<file path="config.mk">
export PLATFORM = sky130hd
export DESIGN_NAME = clkcal_master
export DESIGN_NICKNAME = d
export VERILOG_FILES = /design/src/rtl/clkcal_pkg.sv /design/src/rtl/clkcal_rom.sv /design/src/rtl/clkcal_ser.sv /design/src/rtl/clkcal_meas.sv /design/src/rtl/clkcal_master.sv
export SDC_FILE = /design/constraint.sdc
export NUM_CORES = 1
export LEC_CHECK = 0
export BUFFER_PORTS_ARGS = -buffer_cell sky130_fd_sc_hd__buf_2
export CAP_MARGIN = 20
export CORE_UTILIZATION = 35
export CTS_CLUSTER_DIAMETER = 40
export DETAILED_ROUTE_END_ITERATION = 12
export MAX_ROUTING_LAYER = met4
export PLACE_DENSITY = 0.52
export REMOVE_ABC_BUFFERS = 1
export SKIP_CTS_REPAIR_TIMING = 1
export SYNTH_ARGS = -nofsm -noshare
export SYNTH_HDL_FRONTEND = slang
export SYNTH_SLANG_ARGS = --single-unit
</file>
<file path="constraint.sdc">
create_clock -name clk -period 2.3 [get_ports clk]
set_input_delay 0.46 -clock clk [delete_from_list [all_inputs] [get_ports clk]]
set_output_delay 0.46 -clock clk [all_outputs]
set_load 0.01 [all_outputs]
</file>
<file path="src/rtl/clkcal_pkg.sv">
package clkcal_pkg;

    localparam int ADDR_W  = 8;
    localparam int OP_W    = 2;
    localparam int PAY_W   = 16;
    localparam int CNT_W   = 16;
    localparam int FRAME_W = ADDR_W + OP_W + PAY_W;

    typedef enum logic [OP_W-1:0] {
        OP_NONE = 2'b00,
        OP_PROG = 2'b01,
        OP_INC  = 2'b10,
        OP_DEC  = 2'b11
    } op_e;

    // Field order is the wire order: address leaves first.
    typedef struct packed {
        logic [ADDR_W-1:0] addr;
        op_e               op;
        logic [PAY_W-1:0]  payload;
    } frame_t;

    typedef struct packed {
        logic [ADDR_W-1:0] addr;
        logic [PAY_W-1:0]  div;
        logic [CNT_W-1:0]  win_len;
        logic [CNT_W-1:0]  target;
        logic [CNT_W-1:0]  tol;
    } gen_cfg_t;

    typedef enum logic [1:0] {
        CMP_LOW  = 2'd0,
        CMP_OK   = 2'd1,
        CMP_HIGH = 2'd2
    } cmp_e;

    localparam logic [PAY_W-1:0] TRIM_STEP = PAY_W'(1);

    // Constant table contents, computed per entry.
    function automatic gen_cfg_t table_entry(input int unsigned i);
        gen_cfg_t e;
        e.addr    = ADDR_W'(32'h20 + 5 * i);
        e.div     = PAY_W'(32'h0100 + 32'h11 * i);
        e.win_len = CNT_W'(8 + 2 * i);
        e.target  = CNT_W'(100 + 10 * i);
        e.tol     = CNT_W'(2);
        return e;
    endfunction

    function automatic cmp_e classify(input logic [CNT_W-1:0] cnt,
                                      input logic [CNT_W-1:0] tgt,
                                      input logic [CNT_W-1:0] tol);
        logic [CNT_W:0] c_up;
        logic [CNT_W:0] t_up;
        c_up = {1'b0, cnt} + {1'b0, tol};
        t_up = {1'b0, tgt} + {1'b0, tol};
        if (c_up < {1'b0, tgt})
            return CMP_LOW;
        else if ({1'b0, cnt} > t_up)
            return CMP_HIGH;
        else
            return CMP_OK;
    endfunction

endpackage

</file>
<file path="src/rtl/clkcal_rom.sv">
module clkcal_rom
    import clkcal_pkg::*;
#(
    parameter int NUM_GEN = 4,
    parameter int IDX_W   = 2
) (
    input  logic [IDX_W-1:0] idx,
    output gen_cfg_t         cfg
);

    gen_cfg_t mem [NUM_GEN];

    for (genvar g = 0; g < NUM_GEN; g++) begin : g_ent
        assign mem[g] = table_entry(g);
    end

    always_comb begin
        cfg = '0;
        for (int i = 0; i < NUM_GEN; i++) begin
            if (idx == IDX_W'(i))
                cfg = mem[i];
        end
    end

endmodule

</file>
<file path="src/rtl/clkcal_ser.sv">
module clkcal_ser
    import clkcal_pkg::*;
#(
    parameter int BIT_DIV = 4
) (
    input  logic   clk,
    input  logic   rst,
    input  logic   abort,
    input  logic   go,
    input  frame_t frame_in,
    output logic   ser_clk,
    output logic   ser_data,
    output logic   ser_frame,
    output logic   done
);

    localparam int DIV_W = (BIT_DIV > 2) ? $clog2(BIT_DIV) : 1;
    localparam int BIT_W = $clog2(FRAME_W);
    localparam logic [DIV_W-1:0] DIV_LAST = DIV_W'(BIT_DIV - 1);
    localparam logic [DIV_W-1:0] DIV_HALF = DIV_W'(BIT_DIV / 2);
    localparam logic [BIT_W-1:0] BIT_LAST = BIT_W'(FRAME_W - 1);

    logic               active;
    logic [DIV_W-1:0]   div_cnt;
    logic [BIT_W-1:0]   bit_cnt;
    logic [FRAME_W-1:0] shreg;

    always_ff @(posedge clk) begin
        if (rst || abort) begin
            active  <= 1'b0;
            done    <= 1'b0;
            div_cnt <= '0;
            bit_cnt <= '0;
            shreg   <= '0;
        end else begin
            done <= 1'b0;
            if (go && !active) begin
                active  <= 1'b1;
                shreg   <= frame_in;
                div_cnt <= '0;
                bit_cnt <= '0;
            end else if (active) begin
                if (div_cnt == DIV_LAST) begin
                    div_cnt <= '0;
                    if (bit_cnt == BIT_LAST) begin
                        active <= 1'b0;
                        done   <= 1'b1;
                    end else begin
                        bit_cnt <= bit_cnt + 1'b1;
                        shreg   <= {shreg[FRAME_W-2:0], 1'b0};
                    end
                end else begin
                    div_cnt <= div_cnt + 1'b1;
                end
            end
        end
    end

    assign ser_frame = active;
    assign ser_data  = active & shreg[FRAME_W-1];
    assign ser_clk   = active && (div_cnt >= DIV_HALF);

endmodule

</file>
<file path="src/rtl/clkcal_meas.sv">
module clkcal_meas
    import clkcal_pkg::*;
(
    input  logic             clk,
    input  logic             rst,
    input  logic             abort,
    input  logic             go,
    input  logic [CNT_W-1:0] win_len,
    input  logic [CNT_W-1:0] target,
    input  logic [CNT_W-1:0] tol,
    input  logic [CNT_W-1:0] count_in,
    output logic             meas_en,
    output logic             valid,
    output cmp_e             cmp
);

    logic [CNT_W-1:0] left;
    logic             pend;

    always_ff @(posedge clk) begin
        if (rst || abort) begin
            meas_en <= 1'b0;
            left    <= '0;
            pend    <= 1'b0;
            valid   <= 1'b0;
            cmp     <= CMP_OK;
        end else begin
            valid <= 1'b0;
            if (go && !meas_en && !pend) begin
                meas_en <= 1'b1;
                left    <= win_len;
            end else if (meas_en) begin
                if (left <= CNT_W'(1)) begin
                    meas_en <= 1'b0;
                    pend    <= 1'b1;
                end else begin
                    left <= left - 1'b1;
                end
            end else if (pend) begin
                pend  <= 1'b0;
                valid <= 1'b1;
                cmp   <= classify(count_in, target, tol);
            end
        end
    end

endmodule

</file>
<file path="src/rtl/clkcal_master.sv">
module clkcal_master
    import clkcal_pkg::*;
#(
    parameter int NUM_GEN  = 4,
    parameter int BIT_DIV  = 4,
    parameter int MAX_TRIM = 64
) (
    input  logic               clk,
    input  logic               rst,
    input  logic               start,
    input  logic [15:0]        meas_count,
    output logic               ser_clk,
    output logic               ser_data,
    output logic               ser_frame,
    output logic               meas_en,
    output logic               done,
    output logic [NUM_GEN-1:0] err_flags
);

    localparam int IDX_W = (NUM_GEN > 1) ? $clog2(NUM_GEN) : 1;
    localparam int TR_W  = $clog2(MAX_TRIM + 1);
    localparam logic [IDX_W-1:0] IDX_LAST = IDX_W'(NUM_GEN - 1);
    localparam logic [TR_W-1:0]  TR_MAX   = TR_W'(MAX_TRIM);

    typedef enum logic [3:0] {
        S_IDLE, S_LOAD, S_SEND, S_PROG, S_MEAS, S_WAIT, S_TRIM, S_NEXT, S_DONE
    } state_e;

    state_e             st;
    logic [IDX_W-1:0]   idx;
    gen_cfg_t           cfg;
    gen_cfg_t           rom_q;
    logic [TR_W-1:0]    trims;
    logic [NUM_GEN-1:0] err_q;
    logic               done_q;

    frame_t tx_frame;
    logic   tx_go;
    logic   tx_done;
    logic   m_go;
    logic   m_valid;
    cmp_e   m_cmp;
    logic   trim_req;

    clkcal_rom #(.NUM_GEN(NUM_GEN), .IDX_W(IDX_W)) u_rom (
        .idx (idx),
        .cfg (rom_q)
    );

    assign trim_req = (st == S_WAIT) && m_valid && (m_cmp != CMP_OK) && (trims != TR_MAX);
    assign tx_go    = !start && ((st == S_SEND) || trim_req);
    assign m_go     = !start && (st == S_MEAS);

    always_comb begin
        tx_frame.addr = cfg.addr;
        if (st == S_SEND) begin
            tx_frame.op      = OP_PROG;
            tx_frame.payload = cfg.div;
        end else begin
            tx_frame.op      = (m_cmp == CMP_LOW) ? OP_INC : OP_DEC;
            tx_frame.payload = TRIM_STEP;
        end
    end

    clkcal_ser #(.BIT_DIV(BIT_DIV)) u_ser (
        .clk      (clk),
        .rst      (rst),
        .abort    (start),
        .go       (tx_go),
        .frame_in (tx_frame),
        .ser_clk  (ser_clk),
        .ser_data (ser_data),
        .ser_frame(ser_frame),
        .done     (tx_done)
    );

    clkcal_meas u_meas (
        .clk      (clk),
        .rst      (rst),
        .abort    (start),
        .go       (m_go),
        .win_len  (cfg.win_len),
        .target   (cfg.target),
        .tol      (cfg.tol),
        .count_in (meas_count),
        .meas_en  (meas_en),
        .valid    (m_valid),
        .cmp      (m_cmp)
    );

    always_ff @(posedge clk) begin
        if (rst) begin
            st     <= S_IDLE;
            idx    <= '0;
            cfg    <= '0;
            trims  <= '0;
            err_q  <= '0;
            done_q <= 1'b0;
        end else if (start) begin
            st     <= S_LOAD;
            idx    <= '0;
            trims  <= '0;
            err_q  <= '0;
            done_q <= 1'b0;
        end else begin
            unique case (st)
                S_IDLE: ;
                S_LOAD: begin
                    cfg <= rom_q;
                    st  <= S_SEND;
                end
                S_SEND: st <= S_PROG;
                S_PROG: begin
                    if (tx_done) begin
                        trims <= '0;
                        st    <= S_MEAS;
                    end
                end
                S_MEAS: st <= S_WAIT;
                S_WAIT: begin
                    if (m_valid) begin
                        if (m_cmp == CMP_OK) begin
                            st <= S_NEXT;
                        end else if (trims == TR_MAX) begin
                            err_q[idx] <= 1'b1;
                            st         <= S_NEXT;
                        end else begin
                            trims <= trims + 1'b1;
                            st    <= S_TRIM;
                        end
                    end
                end
                S_TRIM: if (tx_done) st <= S_MEAS;
                S_NEXT: begin
                    if (idx == IDX_LAST) begin
                        done_q <= 1'b1;
                        st     <= S_DONE;
                    end else begin
                        idx <= idx + 1'b1;
                        st  <= S_LOAD;
                    end
                end
                S_DONE: ;
                default: st <= S_IDLE;
            endcase
        end
    end

    assign done      = done_q;
    assign err_flags = err_q;

endmodule

</file>
==> key figures, run 1 <==
Clocking
  – Sink Count: 82
  – CTS tree: built
  – Num CTS Buffers: 9
  – Bufs on Longest Clock Path: 2
  – Clk pin slew, worst setup/hold paths: 0.06 ns
  – H-tree lvl count: 3
  – Clock Tree Root: clkbuf_16
  – Worst skew pair latency: 0.33 ns

Worst setup path
  – Crit path DAT: 2.59 ns
  – R2r endpoint: u_meas.cmp[1]
  – FF-to-FF Start: cfg[69]
  – FF-to-FF path depth: 12
  – Startpoint Class: register
  – Worst Path Required: 2.50 ns
  – Crit Path Class: register to register
  – Worst setup path endpoint: u_meas.cmp[1]
  – Reg2reg setup slack: -0.09 ns
  – Peak fanout along the critical path: 4
  – Crit path capture type: register
  – Critical Path Start: cfg[69]

Final layout
  – Multi-input logic area: 0.00266 mm2
  – Area grow syn2layout: 25.1%
  – Ant diodes: 0
  – Layout net count: 649
  – Register area: 0.00165 mm2
  – Share of cells above drive strength 1: 20.2%
  – Fin area: 0.00544 mm2
  – Final Instance Count excl. Fillers: 772
  – Fillers: 1207
  – Final core utilization: 45.1%

Floorplanning
  – Initial Util: 36.1%
  – I/O pin total: 28
  – Total core area: 0.0121 mm2
  – Die height: 113 um
  – Site row count: 40
  – Die Area: 0.0129 mm2
  – Horiz. Die Dim: 113 um

Timing
  – Worst-margin pin slew: 0.585 ns
  – Hold violation total from the final report: 0
  – Post-route setup slack: -0.0896 ns
  – Minimum clock period: 2.39 ns
  – Slew HR: 60.8%
  – Max Freq: 0.418 GHz
  – Endpoints failing setup: 2
  – Clock Skew: 0.00483 ns
  – RSZ-0062 raised after global routing: true
  – Final Cycle Share: 104%
  – Count of final max-slew check failures: 0

Route
  – Via count: 3845
  – DRT Pass-1 Iters: 4
  – Number of remaining DRC errors: 0
  – Final wirelength: 9.88 mm
  – Drt wl/cell: 12.8 um
  – Vias/cell: 4.98
  – Routed Antenna Nets: 0
  – Initial DRC count: 128

Logic synthesis
  – Syn Inst Count: 526
  – Primary FF master, synth: dfxtp_1
  – XOR/XNOR Fraction of Synth Area: 7.25%
  – Async S/R FF share, synth: 0%
  – Yosys warns: 0
  – Post-synthesis simple-gate area fraction: 24.0%
  – Part of the Yosys area used for sequential elements: 37.7%
  – Largest family of logic cells by synthesized area: simple AND/OR/NAND/NOR gates
  – Mux cell area share after synthesis: 1.84%
  – Post-synth EDFFs: 0
  – Yosys reg bits: 82
  – Cell variety after synth: 54
  – Synth Area per Inst: 8.27 um2
  – Adder-cell share of the synthesized area: 8.92%
  – Compound-gate portion of the synthesized area: 16.6%
  – Post-Syn Area: 0.00435 mm2

Global routing
  – First-pass GRT wire length: 16.9 mm
  – Vias in the first global route: 3735
  – Gr usage total: 16.7%
  – Remaining Overflow, GRT: 0
  – Initial antenna violation count: 0
  – Largest net degree at the start of global routing: 30

Power
  – Leakage: 0.00204 uW
  – Power Total: 3090 uW
  – Power Density: 567 mW/mm2
  – IR drop worst, VDD: 434 uV

Min path
  – Hold/Removal Path Class: primary input to register

Placed design
  – Pre-CTS setup slack: -0.485 ns
  – RD Place Congestion: 0.836
  – Placed instance count: 754
  – Placed Area: 0.00503 mm2
  – Port buffer count: 27
  – Post-DP HPWL: 7.20 mm

Run
  – Max Cap Violations: 0

Status
  – Status: complete, but fails checks
  – Failing checks: negative setup slack
## cells in the mapped netlist, types with 4 or more instances
master    instances  share of area, %
or3_1             7               1.0
dfxtp_1          82                38
a21oi_1          44               5.1
nor3_1           23               2.6
nor4_1            7               1.0
o31ai_1           5              0.86
o21a_1            4              0.69
o21ai_0          12               1.4
clkbuf_1         19               1.6
a31oi_1           8               1.2
or4_1             4              0.69
xor2_1            9               1.8
nand2_1          65               5.6
a211oi_1          7               1.2
nand2b_1         11               1.6
mux2i_1           8               1.8
nand4_1           9               1.3
xnor2_1          27               5.4
a311oi_1          4              0.81
ha_1             31               8.9
inv_1            19               1.6
nor2b_1           4              0.58
nor2_1           63               5.4
nand3_1          12               1.4
## state kept, by name (all words and copies together) (netlist names)
| register | count |
|---|---|
| cfg | 8 |
| done | 1 |
| err_flags | 4 |
| idx | 2 |
| st | 4 |
| trims | 7 |
| u_meas.cmp | 2 |
| u_meas.left | 16 |
| u_meas.meas_en | 1 |
| u_meas.pend | 1 |
| u_meas.valid | 1 |
| u_ser.bit_cnt | 5 |
| u_ser.div_cnt | 2 |
| u_ser.done | 1 |
| u_ser.ser_frame | 1 |
| u_ser.shreg | 26 |
## area by class of cell
cell class | instances | area share, %
multi-input combinational | 405 | 48.9
sequential | 82 | 30.2
timing repair buffer | 82 | 10.3
clock buffer | 11 | 4.46
tap | 168 | 3.86
inverter | 19 | 1.31
clock inverter | 5 | 0.988
## worst max-delay path, cell delays in order, from the launching register on
cell and delay, ns:
dfxtp_4 0.38, ha_4 0.14, ha_4 0.13, nand3_1 0.07
xnor2_1 0.16, ha_1 0.25, a21o_1 0.18, a21oi_1 0.16
o21ai_1 0.09, a311o_1 0.33, nor4_2 0.15, buf_4 0.15
o41ai_1 0.06
## cell usage in the layout, fill, tap and decap left out, types with 11 or more instances in the layout
master,instances
xnor2_1,27
nand2b_1,11
nand3_1,11
nor3_1,21
buf_4,54
nor2_1,60
ha_1,27
inv_1,19
a21oi_1,44
dfxtp_1,81
buf_2,27
nand2_1,65
## power by group
part	internal, uW	switching [uW]
sequential	1430	9.03
combinational	102	128
clock	867	555
## stage by stage
step	hold WS [ns]	TNS, ns
floorplan	0.432	-4.21
global placement	0.433	-0.971
detailed placement	0.442	-0.982
CTS	0.413	-0.688
global route	0.441	-0.448
finish	0.429	-0.164
## logic make-up after synthesis
logic type / count (synthesis)
simple gates: 220
flops: 82
fa+ha+maj: 31
mux: 8
buf+inv: 40
compound gates: 109
xor+xnor: 36
## how the worst min path moves through the flow
stage	startpoint	to	slack (ns)	depth (start not counted)
2_1_floorplan	u_ser.shreg[25]	u_ser.shreg[25]	0.43	2
3_3_place_gp	done	done	0.43	2
3_5_place_dp	done	done	0.44	2
4_1_cts	rst	st[0]	0.41	2
5_1_grt	rst	cfg[19]	0.44	2
6_report	rst	cfg[22]	0.43	2
## layer usage
layer / track usage [%] / up-vias / routed length, um
met3: 2.98 / 10 / 249
met1: 20.8 / 1786 / 5000
met5: - / - / 0
met2: 26.5 / 43 / 4440
li1: - / 2006 / -
met4: 6.93 / 0 / 192
(Power assumes the default switching activity.)
==> run 2: changes to the inputs <==
--- a/config.mk
+++ b/config.mk
@@ -7,11 +7,11 @@
 export LEC_CHECK = 0
 export BUFFER_PORTS_ARGS = -buffer_cell sky130_fd_sc_hd__buf_2
 export CAP_MARGIN = 20
-export CORE_UTILIZATION = 35
+export CORE_UTILIZATION = 50
 export CTS_CLUSTER_DIAMETER = 40
 export DETAILED_ROUTE_END_ITERATION = 12
 export MAX_ROUTING_LAYER = met4
-export PLACE_DENSITY = 0.52
+export PLACE_DENSITY = 0.69
 export REMOVE_ABC_BUFFERS = 1
 export SKIP_CTS_REPAIR_TIMING = 1
 export SYNTH_ARGS = -nofsm -noshare
==> run 2 against run 1 <==
  * The flow still finishes with violations (negative setup slack)
  * Clock power fell by 33%
  * Core utilization rose by 19 points
  * Via count rose by 0.88%
  * Critical endpoint unchanged
==> key figures, run 2 (synthesis results as in run 1) <==
Placed design
  – RD Place Congestion: 0.824 (was 0.836)
  – Port buffer count: 27 (unchanged)
  – Pre-CTS setup slack: -0.526 ns (was -0.485 ns)
  – Post-DP HPWL: 6.83 mm (was 7.20 mm)
  – Placed Area: 0.00493 mm2 (was 0.00503 mm2)
  – Placed instance count: 689 (was 754)

Worst setup path
  – Crit path DAT: 2.72 ns (was 2.59 ns)
  – Worst setup path endpoint: u_meas.cmp[1] (unchanged)
  – R2r endpoint: u_meas.cmp[1] (unchanged)
  – Startpoint Class: register (unchanged)
  – Crit path capture type: register (unchanged)
  – Reg2reg setup slack: -0.18 ns (was -0.09 ns)
  – Worst Path Required: 2.54 ns (was 2.50 ns)
  – Peak fanout along the critical path: 4 (unchanged)
  – Crit Path Class: register to register (unchanged)
  – FF-to-FF path depth: 9 (was 12)
  – FF-to-FF Start: cfg[69] (unchanged)
  – Critical Path Start: cfg[69] (unchanged)

Floorplanning
  – Die Area: 0.00908 mm2 (was 0.0129 mm2)
  – Total core area: 0.00830 mm2 (was 0.0121 mm2)
  – I/O pin total: 28 (unchanged)
  – Site row count: 33 (was 40)
  – Initial Util: 52.4% (was 36.1%)
  – Die height: 95.3 um (was 113 um)
  – Horiz. Die Dim: 95.3 um (was 113 um)

Timing
  – Setup TNS: -0.329 ns (was -0.164 ns)
  – Worst-margin pin slew: 0.631 ns (was 0.585 ns)
  – Final Cycle Share: 108% (was 104%)
  – RSZ-0062 raised after global routing: true (unchanged)
  – Endpoints failing setup: 2 (unchanged)
  – Max Freq: 0.404 GHz (was 0.418 GHz)
  – Post-route setup slack: -0.178 ns (was -0.0896 ns)
  – Count of final max-slew check failures: 0 (unchanged)
  – Hold violation total from the final report: 0 (unchanged)
  – Minimum clock period: 2.48 ns (was 2.39 ns)
  – Slew HR: 57.8% (was 60.8%)
  – Clock Skew: 0.0190 ns (was 0.00483 ns)

Route
  – Vias/cell: 5.49 (was 4.98)
  – Drt wl/cell: 13.4 um (was 12.8 um)
  – Via count: 3879 (was 3845)
  – DRT Pass-1 Iters: 4 (unchanged)
  – Number of remaining DRC errors: 0 (unchanged)
  – Routed Antenna Nets: 0 (unchanged)
  – Final wirelength: 9.50 mm (was 9.88 mm)
  – Initial DRC count: 98 (was 128)

Clocking
  – Clk pin slew, worst setup/hold paths: 0.09 ns (was 0.06 ns)
  – Bufs on Longest Clock Path: 2 (unchanged)
  – Worst skew pair latency: 0.34 ns (was 0.33 ns)
  – Clock Tree Root: clkbuf_8 (was clkbuf_16)
  – CTS tree: built (unchanged)
  – Num CTS Buffers: 9 (unchanged)
  – Sink Count: 82 (unchanged)
  – H-tree lvl count: 3 (unchanged)

Final layout
  – Layout net count: 647 (was 649)
  – Share of cells above drive strength 1: 20.9% (was 20.2%)
  – Ant diodes: 0 (unchanged)
  – Top flop regs: u_ser.shreg: 26 flops, u_meas.left: 16 flops, cfg: 8 flops (unchanged)
  – Top register by number of flip-flops: u_ser.shreg (unchanged)
  – Final core utilization: 63.7% (was 45.1%)
  – Commonest non-fill, non-tap cell in the layout: dfxtp_1 (unchanged)
  – Area grow syn2layout: 21.6% (was 25.1%)
  – Final Instance Count excl. Fillers: 707 (was 772)
  – Most frequent cells in the layout: 80 x dfxtp_1, 65 x nand2_1, 61 x nor2_1 (was 81 x dfxtp_1, 65 x nand2_1, 60 x nor2_1)
  – Fin area: 0.00529 mm2 (was 0.00544 mm2)
  – Largest register FFs: 26 (unchanged)

Status
  – Status: complete, but fails checks (unchanged)
  – Failing checks: negative setup slack (unchanged)

Min path
  – Hold/Removal Path Class: primary input to register (unchanged)

Global routing
  – Remaining Overflow, GRT: 0 (unchanged)
  – Gr usage total: 22.0% (was 16.7%)
  – Largest net degree at the start of global routing: 25 (was 30)
  – Initial antenna violation count: 0 (unchanged)
  – First-pass GRT wire length: 15.5 mm (was 16.9 mm)
  – Vias in the first global route: 3544 (was 3735)

Run
  – Max Cap Violations: 0 (unchanged)

Power
  – Leakage: 0.00199 uW (was 0.00204 uW)
  – Power Density: 497 mW/mm2 (was 567 mW/mm2)
  – IR drop worst, VDD: 463 uV (was 434 uV)
-- run 2: final cells by class --
class                           count  area [um2]
Clock inverter                      5        37.5
Fill cell                         725        3010
Tap cell                          105         131
Inverter                           19        71.3
Clock buffer                       11         141
Sequential cell                    82        1650
Multi-Input combinational cell    405        2730
Timing Repair Buffer               80         533
-- run 2: worst min path at each step --
stage                     cells after the start  slack [ns]              end            start
after floorplan                               2        0.43  u_ser.shreg[25]  u_ser.shreg[25]
after global placement                        2        0.43             done             done
after detailed placement                      2        0.44   u_ser.shreg[7]   u_ser.shreg[6]
after CTS                                     2        0.38            st[0]              rst
after global routing                          2        0.38            st[0]              rst
final                                         2        0.40            st[0]              rst
-- run 2: power breakdown --
part	internal (uW)	switching (uW)
clock network	427	527
logic	104	135
registers	1430	7.91
total	1960	670
-- run 2: per-stage QoR --
stage / hold WS [ns] / power (uW)
finish: 0.401 / 2630
global route: 0.384 / 2720
CTS: 0.385 / 2630
detailed placement: 0.443 / 1680
global placement: 0.432 / 1670
floorplan: 0.432 / 1580
-- run 2: layer usage --
metal / global-route usage [%] / vias up / part of all wire (%)
met1: 26.4 / 1810 / 47
met4: 6.31 / 0 / 1.3
met2: 37.6 / 64 / 48
met3: 4.07 / 9 / 3.6
met5: - / - / 0
li1: - / 1996 / -
-- run 2: worst max-delay path: stages, from the launching register on --
cell,delay [ns]
dfxtp_4,0.39
ha_4,0.14
nand3_2,0.09
or4_4,0.57
ha_4,0.31
nand4_1,0.13
a21oi_2,0.19
a2111oi_4,0.06
o211a_1,0.23
o41ai_2,0.29
